[src/rtl/boot_win_pkg.sv]
package boot_win_pkg;
  localparam int unsigned ADDR_W   = 16;
  localparam int unsigned PORT_W   = 8;
  localparam int unsigned SYNC_LEN = 2;

  typedef struct packed {
    logic rom_off;
    logic auto_off;
    logic boot_direct;
    logic fmt_lock;
  } cfg_sw_t;

  localparam int unsigned CFG_W = $bits(cfg_sw_t);
endpackage

[src/rtl/cfg_sync.sv]
module cfg_sync #(
  parameter int unsigned W      = 4,
  parameter int unsigned STAGES = 2
) (
  input  logic         clk,
  input  logic         rst_n,
  input  logic [W-1:0] d,
  output logic [W-1:0] q
);
  logic [W-1:0] stage_q [STAGES];

  for (genvar s = 0; s < STAGES; s++) begin : g_stage
    if (s == 0) begin : g_first
      always_ff @(posedge clk or negedge rst_n)
        if (!rst_n) stage_q[s] <= '0;
        else        stage_q[s] <= d;
    end else begin : g_rest
      always_ff @(posedge clk or negedge rst_n)
        if (!rst_n) stage_q[s] <= '0;
        else        stage_q[s] <= stage_q[s-1];
    end
  end

  assign q = stage_q[STAGES-1];


  sync_depth_chk: assert property (@(posedge clk) disable iff (!rst_n)
    (STAGES == 2) && $past(rst_n) |-> q == $past(stage_q[0]));
endmodule

[src/rtl/win_decode.sv]
module win_decode #(
  parameter int unsigned AW   = 16,
  parameter logic [AW-1:0] BASE = 16'hC000,
  parameter int unsigned SIZE = 1024
) (
  input  logic [AW-1:0] addr,
  output logic          hit
);
  localparam logic [AW:0] LO = {1'b0, BASE};
  localparam logic [AW:0] HI = LO + (AW+1)'(SIZE);

  logic [AW:0] a_ext;
  assign a_ext = {1'b0, addr};
  assign hit   = (a_ext >= LO) && (a_ext < HI);
endmodule

[src/rtl/map_latch.sv]
module map_latch #(
  parameter int unsigned PW = 8,
  parameter logic [PW-1:0] PORT = 8'h40
) (
  input  logic          clk,
  input  logic          rst_n,
  input  logic          io_wr,
  input  logic [PW-1:0] io_addr,
  input  logic          allow_clear,
  output logic          mapped
);
  logic clear_hit;
  assign clear_hit = io_wr && (io_addr == PORT) && allow_clear;

  always_ff @(posedge clk or negedge rst_n)
    if (!rst_n)         mapped <= 1'b1;
    else if (clear_hit) mapped <= 1'b0;


  clear_takes_chk: assert property (@(posedge clk) disable iff (!rst_n)
    io_wr && io_addr == PORT && allow_clear |=> !mapped);

  other_port_chk: assert property (@(posedge clk) disable iff (!rst_n)
    (!io_wr || io_addr != PORT) && mapped |=> mapped);

  no_remap_chk: assert property (@(posedge clk) disable iff (!rst_n)
    !$rose(mapped));
endmodule

[src/rtl/boot_rom_window.sv]
module boot_rom_window
  import boot_win_pkg::*;
#(
  parameter logic [ADDR_W-1:0] ROM_BASE = 16'hC000,
  parameter int unsigned       ROM_SIZE = 1024,
  parameter logic [PORT_W-1:0] OFF_PORT = 8'h40
) (
  input  logic              clk,
  input  logic              rst_n,
  input  logic [ADDR_W-1:0] mem_addr,
  input  logic              mem_rd,
  input  logic              mem_wr,
  input  logic [PORT_W-1:0] io_addr,
  input  logic              io_wr,
  input  logic              sw_rom_off,
  input  logic              sw_auto_off,
  input  logic              sw_boot_direct,
  input  logic              sw_fmt_lock,
  input  logic              fmt_req,
  output logic              rom_ce,
  output logic              boot_direct,
  output logic              fmt_locked,
  output logic              fmt_grant
);
  cfg_sw_t sw_raw, sw_s;
  logic    win_hit, mapped;

  assign sw_raw = '{rom_off: sw_rom_off, auto_off: sw_auto_off,
                    boot_direct: sw_boot_direct, fmt_lock: sw_fmt_lock};

  cfg_sync #(.W(CFG_W), .STAGES(SYNC_LEN)) u_sync (
    .clk(clk), .rst_n(rst_n), .d(sw_raw), .q(sw_s)
  );

  win_decode #(.AW(ADDR_W), .BASE(ROM_BASE), .SIZE(ROM_SIZE)) u_dec (
    .addr(mem_addr), .hit(win_hit)
  );

  map_latch #(.PW(PORT_W), .PORT(OFF_PORT)) u_map (
    .clk(clk), .rst_n(rst_n), .io_wr(io_wr), .io_addr(io_addr),
    .allow_clear(sw_s.auto_off), .mapped(mapped)
  );

  assign rom_ce      = win_hit && mapped && !sw_s.rom_off && mem_rd && !mem_wr;
  assign boot_direct = sw_s.boot_direct;
  assign fmt_locked  = sw_s.fmt_lock;
  assign fmt_grant   = fmt_req && !sw_s.fmt_lock;


  rom_off_quiet_chk: assert property (@(posedge clk) disable iff (!rst_n)
    sw_s.rom_off |-> !rom_ce);

  write_no_ce_chk: assert property (@(posedge clk) disable iff (!rst_n)
    (mem_wr || !mem_rd) |-> !rom_ce);

  outside_no_ce_chk: assert property (@(posedge clk) disable iff (!rst_n)
    !win_hit |-> !rom_ce);

  fmt_block_chk: assert property (@(posedge clk) disable iff (!rst_n)
    fmt_locked |-> !fmt_grant);
endmodule

[config.mk]
export PLATFORM = sky130hd
export DESIGN_NAME = boot_rom_window
export DESIGN_NICKNAME = d
export VERILOG_FILES = /design/src/rtl/boot_win_pkg.sv /design/src/rtl/cfg_sync.sv /design/src/rtl/win_decode.sv /design/src/rtl/map_latch.sv /design/src/rtl/boot_rom_window.sv
export SDC_FILE = /design/constraint.sdc
export NUM_CORES = 1
export LEC_CHECK = 0
export ABC_AREA = 0
export BUFFER_PORTS_ARGS = -buffer_cell sky130_fd_sc_hd__buf_2
export CORE_AREA = 2 2 39 41
export CTS_BUF_LIST = sky130_fd_sc_hd__clkbuf_16
export DETAILED_ROUTE_END_ITERATION = 16
export DIE_AREA = 0 0 41 43
export PLACE_DENSITY = 0.56
export SETUP_SLACK_MARGIN = 0.4
export SLEW_MARGIN = 10
export SYNTH_ARGS = -nofsm -noshare
export SYNTH_HDL_FRONTEND = slang
export SYNTH_SLANG_ARGS = --single-unit
export TNS_END_PERCENT = 1
[constraint.sdc]
create_clock -name clk -period 1.6 [get_ports clk]
set_clock_uncertainty 0.2 [all_clocks]
set_input_delay 0 -clock clk [delete_from_list [all_inputs] [get_ports clk]]
set_output_delay 0 -clock clk [all_outputs]
set_load 0.05 [all_outputs]
==> results.cfg <==
[run_status]
run_status = finished with violations
violations = hold timing, setup timing

[power_and_ir_drop]
ir_drop_mv = 0.7929
p_total_uw = 735.0
p_leak_nw = 0.3022
p_per_area_mw_per_mm2 = 1173

[critical_path]
cp_slowest_cell = dfstp_2
cp.arrival_ps = 1560
crit_path_end_kind = output pin
reg2reg_slack_ps = 530
max_stage_delay_ps = 510
path_cells = or4b_4 -> nor4_4 -> buf_6
crit_fanout = 2
worstPathRequired_ps = 1400
cp-start-kind = flop
criticalPathCategory = flop to output pin

[floorplan]
die_width_um = 41
core_mm2 = 0.001384
die_area_mm2 = 0.001763
rows = 14
ioPinCount = 38
initial_core_util_pct = 20.61
fp.dieH_um = 43

[detailed_routing]
route.vias.total = 305
drc = 0
viasPerCell = 4.296
met3_length_um = 160
wl_per_cell_um = 10.58
top_layer_used = met4
drt_iter0_drc = 0
wl_met2_um = 349
drt-met1-wl_um = 215
dr.pass1.iters = 1
ant_nets = 0
routed_wl_um = 751

[layout]
instances_no_fill = 71
fin_nets = 90
drive_above_1_share_pct = 60.00
fillers = 131
syn_to_final_growth_pct = 119.7
post-route-util_pct = 45.30
final_cell_area_um2 = 626.9
insertedDiodeCount = 0

[clocking]
clkTransAtPathRegs_ps = 40
htree_levels = 1
clk_latency_ps = 230
cts_sinks = 9
cts_root_buf = clkbuf_16
cts_tree = built
cts_made_buffers = 3
cts_hold_buffers = 8
postCtsSetupRepairBufs = 0
clockBufferDepth = 2

[yosys]
synth.distinct_cells = 8
synth_most_common_cell = dfrtp_1
synth_cells = 16
synth_top_flop_cell = dfrtp_1
yosysTopAreaCellShare_pct = 70.18
syn_area_um2 = 285.3
synth-seq-cells = 9
synth_edf_count = 0
netlist_top_cells_count = dfrtp_1, nand4b_1
ys_warn_count = 0
synth_top_area_cell = dfrtp_1
synthArstFlopShare_pct = 100.0
syn_area_per_cell_um2 = 17.83
ys_seq_area_share_pct = 79.39
synth_area_leaders = dfrtp_1, dfstp_2, nand4b_1
syn-num-nets = 50

[sta]
hold_ws_ps = -109.9
timing_worst_slew_pin_value_ps = 254.7
hold_viol_final = 1
fin_crit_sh_pct = 109.7
clock.fmax_ghz = 0.5696
rsz0062_at_grt = yes
timing.final.ws_setup_ps = -155.7
setup_viol = 1
finalSetupTns_ps = -155.7
slew_viol_final = 0
min_period_ps = 1756
slew-limit-headroom_pct = 83.13

[global_routing]
grt-ovfl-total = 0
antenna_found_initial = 0
grt_pass1_vias = 297
grt_pass1_wl_um = 1021
grt_max_degree = 10
gr-usage-all-layers_pct = 10.09

[min_path]
hp-class = input port to flop

[placed_design]
placed_cell_area_um2 = 455.4
io_buffers = 27
gp_congestion = 0.5287
placed_cells = 59
pre_cts_ws_ps = -20.10

[job]
maxCapViolations = 0
logic make-up (layout without fill, tap and decap cells):
logic type	Yosys count	count (layout)	synth area share, %
AOI/OAI and AO/OA	1	1	3.947
DFF	9	9	79.39
buffers and inverters	0	39	0
and+or+nand+nor	6	6	16.67
placed cells by master, fill, tap and decap left out, drive strengths merged:
| master | n |
|---|---|
| or4 | 1 |
| dlygate4sd3 | 8 |
| nor4 | 1 |
| or4b | 1 |
| buf | 27 |
| dfstp | 1 |
| clkbuf | 3 |
| inv | 1 |
| dfrtp | 8 |
| nand4b | 2 |
| o41a | 1 |
| nor2b | 1 |
timing repair:
item | CTS | global route
endpoints found under the hold margin | 14 | 1
setup endpoints to repair | 1 | 2
gates resized for setup | 3 | 2
sequential cells by signal (all words and copies together), names as in the netlist:
signal          count
u_map.mapped        1
u_sync.q            4
u_sync.stage_q      4
metal layers:
| metal | up-vias | GRT usage, % |
|---|---|---|
| met4 | 0 | 10.00 |
| met5 | - | 0 |
| met2 | 30 | 17.19 |
| met1 | 132 | 5.405 |
| met3 | 4 | 6.806 |
| li1 | 139 | - |
where the power goes:
group / switching (mW) / total (mW) / internal (mW) / leakage (nW)
Clock: 0.0985 / 0.424 / 0.325 / 0.0423
Sequential: 0.00278 / 0.242 / 0.239 / 0.104
Combinational: 0.0313 / 0.0693 / 0.0380 / 0.156
Total: 0.133 / 0.735 / 0.602 / 0.302
final timing paths:
| kind | start | to | cells after the start |
|---|---|---|---|
| max | u_map.mapped$_DFFE_PN1P_ | rom_ce | 3 |
| max in group asynchronous | rst_n | u_map.mapped$_DFFE_PN1P_ | 3 |
| min in group asynchronous | rst_n | u_sync.q[2]$_DFF_PN0_ | 3 |
| min reg2reg | u_sync.stage_q[5]$_DFF_PN0_ | u_sync.q[1]$_DFF_PN0_ | 0 |
| max reg2reg | u_sync.q[2]$_DFF_PN0_ | u_map.mapped$_DFFE_PN1P_ | 2 |
| min | io_addr[2] | u_map.mapped$_DFFE_PN1P_ | 3 |
critical path, delay by kind of cell, from the launching register on:
family                 cells  cell delay, ps
buffers and inverters      1             190
DFF                        1             510
and+or+nand+nor            2             610
layout make-up:
type / count / area [um2] / area share [%]
Tap cell: 16 / 20.02 / 3.194
Multi-Input combinational cell: 7 / 77.57 / 12.38
Clock buffer: 3 / 75.07 / 11.98
Sequential cell: 9 / 226.5 / 36.13
Timing Repair Buffer: 35 / 224.0 / 35.73
Clock inverter: 1 / 3.754 / 0.5988
No activity file was read; power rests on OpenSTA's default activity.
